$ cat src/rtl/mac_pkg.sv
package mac_pkg;

    // Full-adder cell result: sum at the column weight, carry one column up.
    typedef struct packed {
        logic s;
        logic c;
    } fa_t;

    // Update selected for the running-total register.
    typedef enum logic [1:0] {
        ACC_HOLD = 2'd0,
        ACC_ZERO = 2'd1,
        ACC_ADD  = 2'd2
    } acc_op_e;

    function automatic fa_t fa3(input logic x, input logic y, input logic z);
        fa_t r;
        r.s = x ^ y ^ z;
        r.c = (x & y) | (x & z) | (y & z);
        return r;
    endfunction

endpackage

$ cat src/rtl/mac_row52.sv
// Row of 5:2 compressors. At each column there are five data bits plus two
// carry-ins from the column below. The outputs are a sum bit, a carry bit one
// column up, and two carry-outs that enter the next column as its carry-ins.
module mac_row52 #(
    parameter int W = 32
) (
    input  logic [W-1:0] x0,
    input  logic [W-1:0] x1,
    input  logic [W-1:0] x2,
    input  logic [W-1:0] x3,
    input  logic [W-1:0] x4,
    output logic [W-1:0] s,
    output logic [W-1:0] c
);
    import mac_pkg::*;

    for (genvar i = 0; i < W; i++) begin : g_bit
        fa_t f1;
        fa_t f2;
        fa_t f3;
        logic ci1;
        logic ci2;

        if (i == 0) begin : g_first
            assign ci1  = 1'b0;
            assign ci2  = 1'b0;
            assign c[0] = 1'b0;
        end else begin : g_chain
            assign ci1  = g_bit[i-1].f1.c;
            assign ci2  = g_bit[i-1].f2.c;
            assign c[i] = g_bit[i-1].f3.c;
        end

        assign f1   = fa3(x0[i], x1[i], x2[i]);
        assign f2   = fa3(f1.s, x3[i], x4[i]);
        assign f3   = fa3(f2.s, ci1, ci2);
        assign s[i] = f3.s;

        if (i == W-1) begin : g_top
            // carries beyond the word are dropped (modulo 2^W)
            logic [2:0] tail_unused;
            assign tail_unused = {f1.c, f2.c, f3.c};
        end
    end

endmodule

$ cat src/rtl/mac_row42.sv
// Row of 4:2 compressors. At each column there are four data bits plus one
// carry-in from the column below. The outputs are a sum bit, a carry bit one
// column up, and a carry-out that feeds the next column's carry-in.
module mac_row42 #(
    parameter int W = 32
) (
    input  logic [W-1:0] x0,
    input  logic [W-1:0] x1,
    input  logic [W-1:0] x2,
    input  logic [W-1:0] x3,
    output logic [W-1:0] s,
    output logic [W-1:0] c
);
    import mac_pkg::*;

    for (genvar i = 0; i < W; i++) begin : g_bit
        fa_t  f1;
        fa_t  f2;
        logic cin;

        if (i == 0) begin : g_first
            assign cin  = 1'b0;
            assign c[0] = 1'b0;
        end else begin : g_chain
            assign cin  = g_bit[i-1].f1.c;
            assign c[i] = g_bit[i-1].f2.c;
        end

        assign f1   = fa3(x0[i], x1[i], x2[i]);
        assign f2   = fa3(f1.s, x3[i], cin);
        assign s[i] = f2.s;

        if (i == W-1) begin : g_top
            logic [1:0] tail_unused;
            assign tail_unused = {f1.c, f2.c};
        end
    end

endmodule

$ cat src/rtl/mac_comp_tree.sv
// AND-array partial products reduced to two rows.
// Stage 1: three 5:2 rows (15 rows -> 6), with row 15 passing through.
// Stage 2: one 4:2 row and one 3:2 row (7 -> 4).
// Stage 3: one 4:2 row (4 -> 2).
// The stage layout is drawn for OP_W = 16.
module mac_comp_tree #(
    parameter int OP_W  = 16,
    parameter int OUT_W = 32
) (
    input  logic [OP_W-1:0]  a,
    input  logic [OP_W-1:0]  b,
    output logic [OUT_W-1:0] row_s,
    output logic [OUT_W-1:0] row_c
);
    import mac_pkg::*;

    localparam int N52 = 3;

    logic [OUT_W-1:0] pp [OP_W];
    logic [OUT_W-1:0] s1 [N52];
    logic [OUT_W-1:0] c1 [N52];
    logic [OUT_W-1:0] s2a, c2a, s2b, c2b;

    // partial-product AND array
    for (genvar r = 0; r < OP_W; r++) begin : g_pp
        assign pp[r] = ({OUT_W{b[r]}} & OUT_W'(a)) << r;
    end

    // stage 1
    for (genvar g = 0; g < N52; g++) begin : g_s1
        mac_row52 #(.W(OUT_W)) u_row52 (
            .x0(pp[5*g]),   .x1(pp[5*g+1]), .x2(pp[5*g+2]),
            .x3(pp[5*g+3]), .x4(pp[5*g+4]),
            .s(s1[g]),      .c(c1[g])
        );
    end

    // stage 2
    mac_row42 #(.W(OUT_W)) u_s2_42 (
        .x0(s1[0]), .x1(c1[0]), .x2(s1[1]), .x3(c1[1]),
        .s(s2a),    .c(c2a)
    );

    for (genvar i = 0; i < OUT_W; i++) begin : g_s2_32
        fa_t f;
        assign f = fa3(s1[2][i], c1[2][i], pp[OP_W-1][i]);
        assign s2b[i] = f.s;
        if (i == 0) begin : g_first
            assign c2b[0] = 1'b0;
        end else begin : g_chain
            assign c2b[i] = g_s2_32[i-1].f.c;
        end
        if (i == OUT_W-1) begin : g_top
            logic top_unused;
            assign top_unused = f.c;
        end
    end

    // stage 3
    mac_row42 #(.W(OUT_W)) u_s3_42 (
        .x0(s2a), .x1(c2a), .x2(s2b), .x3(c2b),
        .s(row_s), .c(row_c)
    );

endmodule

$ cat src/rtl/mac_csla_cbl.sv
// Carry-select adder. Each block forms both of its candidate sums from shared
// propagate/generate terms, and the incoming block carry picks one.
// W must be a multiple of BLK.
module mac_csla_cbl #(
    parameter int W   = 32,
    parameter int BLK = 4
) (
    input  logic [W-1:0] x,
    input  logic [W-1:0] y,
    output logic [W-1:0] sum
);
    localparam int NBLK = W / BLK;

    for (genvar k = 0; k < NBLK; k++) begin : g_blk
        logic [BLK-1:0] p, g, s0, s1;
        logic [BLK:0]   c0, c1;
        logic           cin;
        logic           cout;

        always_comb begin
            c0[0] = 1'b0;
            c1[0] = 1'b1;
            for (int j = 0; j < BLK; j++) begin
                p[j]    = x[k*BLK+j] ^ y[k*BLK+j];
                g[j]    = x[k*BLK+j] & y[k*BLK+j];
                s0[j]   = p[j] ^ c0[j];
                s1[j]   = p[j] ^ c1[j];
                c0[j+1] = g[j] | (p[j] & c0[j]);
                c1[j+1] = g[j] | (p[j] & c1[j]);
            end
        end

        if (k == 0) begin : g_first
            assign cin = 1'b0;
        end else begin : g_chain
            assign cin = g_blk[k-1].cout;
        end

        assign sum[k*BLK +: BLK] = cin ? s1 : s0;
        assign cout              = cin ? c1[BLK] : c0[BLK];

        if (k == NBLK-1) begin : g_top
            logic carry_unused;
            assign carry_unused = cout;
        end
    end

endmodule

$ cat src/rtl/mac_top.sv
module mac_top #(
    parameter int OP_W     = 16,
    parameter int ACC_W    = 32,
    parameter int CSLA_BLK = 4
) (
    input  logic             clk,
    input  logic             rst_n,
    input  logic             clr,
    input  logic             en,
    input  logic [OP_W-1:0]  op_a,
    input  logic [OP_W-1:0]  op_b,
    output logic [ACC_W-1:0] acc_out
);
    import mac_pkg::*;

    logic [ACC_W-1:0] acc_q;
    logic [ACC_W-1:0] acc_d;
    logic [ACC_W-1:0] row_s, row_c;
    logic [ACC_W-1:0] m_s, m_c;
    logic [ACC_W-1:0] acc_sum;
    acc_op_e          op_sel;

    mac_comp_tree #(.OP_W(OP_W), .OUT_W(ACC_W)) u_tree (
        .a(op_a), .b(op_b), .row_s(row_s), .row_c(row_c)
    );

    // merge the running total with the two product rows
    for (genvar i = 0; i < ACC_W; i++) begin : g_merge
        fa_t f;
        assign f      = fa3(acc_q[i], row_s[i], row_c[i]);
        assign m_s[i] = f.s;
        if (i == 0) begin : g_first
            assign m_c[0] = 1'b0;
        end else begin : g_chain
            assign m_c[i] = g_merge[i-1].f.c;
        end
        if (i == ACC_W-1) begin : g_top
            logic top_unused;
            assign top_unused = f.c;
        end
    end

    mac_csla_cbl #(.W(ACC_W), .BLK(CSLA_BLK)) u_add (
        .x(m_s), .y(m_c), .sum(acc_sum)
    );

    always_comb begin
        if (clr)     op_sel = ACC_ZERO;
        else if (en) op_sel = ACC_ADD;
        else         op_sel = ACC_HOLD;
    end

    always_comb begin
        acc_d = acc_q;
        unique case (op_sel)
            ACC_ZERO: acc_d = '0;
            ACC_ADD:  acc_d = acc_sum;
            ACC_HOLD: acc_d = acc_q;
            default:  acc_d = acc_q;
        endcase
    end

    always_ff @(posedge clk or negedge rst_n) begin
        if (!rst_n) acc_q <= '0;
        else        acc_q <= acc_d;
    end

    assign acc_out = acc_q;

endmodule

$ cat config.mk
export PLATFORM = sky130hd
export DESIGN_NAME = mac_top
export DESIGN_NICKNAME = d
export VERILOG_FILES = /design/src/rtl/mac_pkg.sv /design/src/rtl/mac_row52.sv /design/src/rtl/mac_row42.sv /design/src/rtl/mac_comp_tree.sv /design/src/rtl/mac_csla_cbl.sv /design/src/rtl/mac_top.sv
export SDC_FILE = /design/constraint.sdc
export NUM_CORES = 1
export LEC_CHECK = 0
export ABC_AREA = 0
export ABC_CLOCK_PERIOD_IN_PS = 12700
export BUFFER_PORTS_ARGS = -buffer_cell sky130_fd_sc_hd__buf_2
export CELL_PAD_IN_SITES_DETAIL_PLACEMENT = 0
export CELL_PAD_IN_SITES_GLOBAL_PLACEMENT = 1
export CORE_ASPECT_RATIO = 1.2
export CORE_MARGIN = 10
export CORE_UTILIZATION = 50
export DETAILED_ROUTE_END_ITERATION = 10
export PLACE_DENSITY = 0.85
export SETUP_SLACK_MARGIN = 0.5
export SLEW_MARGIN = 40
export SYNTH_ARGS = -nofsm -noshare
export SYNTH_HDL_FRONTEND = slang
export SYNTH_SLANG_ARGS = --single-unit
export TNS_END_PERCENT = 20
$ cat constraint.sdc
create_clock -name clk -period 12.7 [get_ports clk]
set_input_delay 0.635 -clock clk [delete_from_list [all_inputs] [get_ports clk]]
set_output_delay 0.635 -clock clk [all_outputs]
set_load 0.01 [all_outputs]
======== After elaboration in Yosys (flattened, before gate mapping) ========
Cells that the tools add are included.
word-level totals
  bits of input ports ..................... 36
  bits in registers ....................... 32
  output and inout port bits .............. 32
operators by class
  equality and inequality tests ........... 2
  muxes and demuxes ....................... 16
  bitwise operators ....................... 2646
  reductions and logical operators ........ 1
operators by type and width
  kind              number
  $and A1 B1 Y1     1105
  $xor A1 B1 Y1     807
  $or A1 B1 Y1      711
  $pmux W32 S2      1
  $and A32 B16 Y32  1
  $and A31 B16 Y31  1
  $and A30 B16 Y30  1
  $and A29 B16 Y29  1
  $and A28 B16 Y28  1
  $mux W4           7
  $and A27 B16 Y27  1
  $and A26 B16 Y26  1
  $and A25 B16 Y25  1
  $and A24 B16 Y24  1
  $and A23 B16 Y23  1
  $and A22 B16 Y22  1
  $and A21 B16 Y21  1
  $and A20 B16 Y20  1
  $and A19 B16 Y19  1
  $and A18 B16 Y18  1
  $and A17 B16 Y17  1
  $not A1 Y1        7
  $mux W1           6
  $mux W2           2
  3 further kinds   3

======== Longest topological paths before layout ========
  depth after elaboration ................. 37
  depth in mapped cells ................... 45

======== Modules after synthesis ========
From an unflattened synthesis, not the netlist that was laid out.
second synthesis, totals
  cells, all modules ...................... 1029
  area, all modules ....................... 13789.5 µm²
by module, submodules not included
  module         instances  area each (µm²)  cells an instance
  mac_row52      3          1923.1           99
  mac_comp_tree  1          2623.8           386
  mac_row42      2          1285.0           67
  mac_top        1          1965.6           137
  mac_csla_cbl   1          860.8            75

======== Worst setup path after synthesis ========
No wires, ideal clock.
  kind .................................... input-to-reg
  start point ............................. in op_b[0]
  end point ............................... reg acc_q[31], in the netlist acc_out[31]
  path buffers ............................ 1
  stages .................................. 43
  setup slack ............................. -0.715 ns
  library setup time ...................... 0.120 ns
  arrival ................................. 13.295 ns
  required time ........................... 12.580 ns
  cells stage by stage .................... clkbuf_1 -> and2_1 -> fa_1 -> inv_1 -> fa_1 -> inv_1 -> fa_1 -> fa_1 -> ha_1 -> ha_1 -> ha_1 -> inv_1 -> fa_1 -> fa_1 -> fa_1 -> mux2i_1 -> fa_1 -> fa_1 -> (+7 left out) -> fa_1 -> fa_1 -> fa_1 -> mux2i_1 -> fa_1 -> fa_1 -> fa_1 -> mux2i_1 -> fa_1 -> fa_1 -> fa_1 -> mux2i_1 -> fa_1 -> fa_1 -> xor2_1 -> xnor2_1 -> a21oi_1 -> a31o_1
between the ends
  cells in the longest elaborated chain, start to end .. 37
  elaborated cells on any way between the ends .. 1539
  classes of those cells .................. mux: 8; bitwise: 1531
ends and longest elaborated chain
  what                        RTL line             RTL
  start: declaration          mac_top.sv:11        input logic [OP_W-1:0] op_b,
  $and A32 B16 Y32 (*)        mac_comp_tree.sv:26  assign pp[r] = ({OUT_W{b[r]}} & OUT_W'(a)) << r;
  $xor A1 B1 Y1 (2 in a row)  mac_pkg.sv:18        r.s = x ^ y ^ z;
  $and A1 B1 Y1               mac_pkg.sv:19        r.c = (x & y) | (x & z) | (y & z);
  $or A1 B1 Y1 (2 in a row)   mac_pkg.sv:19
  $and A1 B1 Y1               mac_pkg.sv:19
  $or A1 B1 Y1 (2 in a row)   mac_pkg.sv:19
  $and A1 B1 Y1               mac_pkg.sv:19
  $or A1 B1 Y1 (2 in a row)   mac_pkg.sv:19
  (+15 left out)              -
  $or A1 B1 Y1                mac_csla_cbl.sv:29   c1[j+1] = g[j] | (p[j] & c1[j]);
  $and A1 B1 Y1               mac_csla_cbl.sv:29
  $or A1 B1 Y1                mac_csla_cbl.sv:29
  $and A1 B1 Y1               mac_csla_cbl.sv:29
  $or A1 B1 Y1                mac_csla_cbl.sv:29
  $mux W1 (3 in a row)        mac_csla_cbl.sv:40   assign cout = cin ? c1[BLK] : c0[BLK];
  $mux W4 (*)                 mac_csla_cbl.sv:39   assign sum[k*BLK +: BLK] = cin ? s1 : s0;
  $pmux W32 S2 (*)            mac_top.sv:55        unique case (op_sel)
  end signal: assignment      mac_top.sv:64        if (!rst_n) acc_q <= '0;
  end signal: assignment      mac_top.sv:65        else acc_q <= acc_d;
  end: declaration            mac_top.sv:16        logic [ACC_W-1:0] acc_q;
Every way passes the cells marked *; elsewhere a longest branch is shown, timed or not.
A chain may end at the register's enable or synchronous reset.

======== Final worst setup path ========
  start point ............................. in op_b[2]
  end point ............................... reg acc_q[31], in the netlist acc_out[31]
between the ends
  cells in the longest elaborated chain, start to end .. 36
  elaborated cells on any way between the ends .. 1503
  classes of those cells .................. mux: 8; bitwise: 1495
ends and longest elaborated chain
  what                       RTL line
  $and A30 B16 Y30 (*)       mac_comp_tree.sv:26
  $xor A1 B1 Y1              mac_pkg.sv:18
  $and A1 B1 Y1              mac_pkg.sv:19
  $or A1 B1 Y1 (2 in a row)  mac_pkg.sv:19
  $and A1 B1 Y1              mac_pkg.sv:19
  $or A1 B1 Y1 (2 in a row)  mac_pkg.sv:19
  $and A1 B1 Y1              mac_pkg.sv:19
  $or A1 B1 Y1 (2 in a row)  mac_pkg.sv:19
  (+15 left out)             -
  $or A1 B1 Y1               mac_csla_cbl.sv:29
  $and A1 B1 Y1              mac_csla_cbl.sv:29
  $or A1 B1 Y1               mac_csla_cbl.sv:29
  $and A1 B1 Y1              mac_csla_cbl.sv:29
  $or A1 B1 Y1               mac_csla_cbl.sv:29
  $mux W1 (3 in a row)       mac_csla_cbl.sv:40
  $mux W4 (*)                mac_csla_cbl.sv:39
  $pmux W32 S2 (*)           mac_top.sv:55
Marks and branches as above.

==> metrics <==
outcome=complete, no violations; Layout area overhead=10.8%; share of layout cells above drive strength 1=0.134; antenna violations before repair=2; Tot GR Track Use=0.180; post-place setup slack=-0.384 ns; GP Congestion=0.834; Critical path origin=op_b[2]; worst-margin pin slew=0.617 ns; number of synthesized flops with an enable pin=0; Fin. Hold Viols=0; Worst R2R Setup Slack=1.95 ns; Synth top cells by count=inv_1, fa_1, and2_1; Initial Utilization=0.508; Synth Cell Area=0.00997 mm²; fillers=1834; # rows=56; number of port buffers=67; nets=1473; slowest library cell on the worst path=fa_1; Worst-Skew Late Latency=0.28 ns; dpl hpwl=18.8 mm; Sink Count=32; Final Instance Area=0.0111 mm²; Final Cycle Share=0.989; Die W=149 µm; die height=175 µm; largest net degree at the start of global routing=41; RSZ-0062 raised after global routing=true; Synth Net Count=1400; async set-reset flop share out of synthesis=1.00; most used cell, CP=fa_2; max FFs per register=32; first-pass GRT wire length=37.5 mm; Synth area leader=fa_1; count leader, synth=inv_1; Hold Crit Class=in2async; GRT overflow=0; reg2reg end=acc_out[31]; total CTS buffers=5; clock-pin slew on the worst setup and hold paths=0.05 ns; CTS tree=built; via total after detailed routing=6671; Mapped Cells=1042; deepest clock path buffer count=2; Yosys cell types=17; DRT Wirelength=21.8 mm; Critical Path AT=12.73 ns; Yosys reg bits=32; io pins=68; DR DRC count=0; Ys Warns=0; R2R depth=37; Max Slew Vio Count=0; critical path capture point type=flip-flop; Final setup viols=0; Fmax=79.6 MHz; launching point of the worst reg2reg path=acc_out[1]; Worst Clk Skew=0.00318 ns; WS Path Type=in2reg; DIE AREA=0.0260 mm²; Final min period=12.56 ns; DR WL/cell=15.9 µm; H-tree levels=2; area share of the largest cell type after synthesis=0.494; antenna viol nets, final=0; Hold Slack=0.283 ns; CP Max Fanout=5; PnR worst setup slack=0.141 ns; Iteration-0 DRC Markers=187; Synth Flop Type=dfrtp_1; Max-slew headroom=0.589; vias in the first global route=7501; root buffer cell=clkbuf_16; top post-synthesis cells by area=fa_1, inv_1, and2_1; max-cap violations=0; startpoint types=primary input; Placed Area=0.0108 mm²; Critical Path RT=12.87 ns; post-DR vias/cell=4.84; register area share after synthesis=0.0803; CP max stage delay=0.55 ns; drt pass-1 iters=4; CORE AREA=0.0196 mm²; Avg Cell Area, Syn=9.57 µm²
==> worst max-delay path: cells and delay by family <==
| kind | cells | cell delay (ns) |
|---|---|---|
| compound gates | 3 | 0.34 |
| mux | 5 | 0.86 |
| xor+xnor | 2 | 0.35 |
| buf+inv | 4 | 0.24 |
| fa+ha+maj | 27 | 10.00 |
| simple gates | 2 | 0.28 |
==> metrics by stage <==
stage	util	setup TNS, ns	cells
final	0.563	0	1378
after detailed placement	0.549	-0.429	1361
after global placement	0.549	-0.256	1361
after global routing	0.563	-0.294	1378
after floorplan	-	-0.0360	1042
after CTS	0.563	0	1377
==> how the worst max path moves through the flow <==
| stage | end | slack, ns | depth (start not counted) |
|---|---|---|---|
| after floorplan | acc_out[31] | -0.04 | 43 |
| after global placement | acc_out[31] | -0.26 | 43 |
| after detailed placement | acc_out[31] | -0.38 | 43 |
| after CTS | acc_out[31] | 0.13 | 43 |
| after global routing | acc_out[31] | -0.29 | 45 |
| final | acc_out[31] | 0.14 | 43 |
==> cells in the final DEF, fill, tap and decap left out, types with 3 or more instances in the layout <==
cell type,n
a211oi_1,7
and2_1,166
and2_4,4
buf_2,61
buf_4,40
buf_6,4
clkbuf_16,5
dfrtp_1,32
fa_1,226
fa_2,20
ha_1,75
inv_1,304
inv_2,3
mux2i_1,25
mux2i_2,5
nand2_1,86
nor2_1,32
xnor2_1,9
==> layer usage <==
layer,global-route usage,vias to the layer above,wire length [µm]
li1,-,3054,-
met1,0.204,3483,8000
met2,0.343,100,12700
met3,0.0199,32,545
met4,0.0528,2,547
met5,0,-,7
==> kinds of logic after synthesis <==
family	Yosys count	synth area share
xor+xnor	10	0.00878
mux	30	0.0301
fa+ha+maj	322	0.589
flops	32	0.0803
buf+inv	348	0.132
compound gates	10	0.00715
simple gates	290	0.152
==> final cells by class <==
class,count,area (µm²),area share
clock inverters,2,16.3,0.00147
diodes,1,2.50,0.000226
flip-flops and latches,32,801,0.0725
multi-input cells,662,7940,0.718
clock buffers,6,129,0.0117
well taps,261,327,0.0295
repair buffers,107,686,0.0620
inverters,307,1150,0.104
==> what timing repair did <==
action / CTS / global route
buffers inserted: 8 / 0
hold buffers: 0 / 0
setup endpoints to repair: 2 / 3
cloned: 0 / 0
pin swaps: 44 / 1
gates resized for setup: 24 / 0
Power is left out: the tool's default activity adds up to more than one toggle a clock period on the data nets, which glitch-free logic cannot reach.
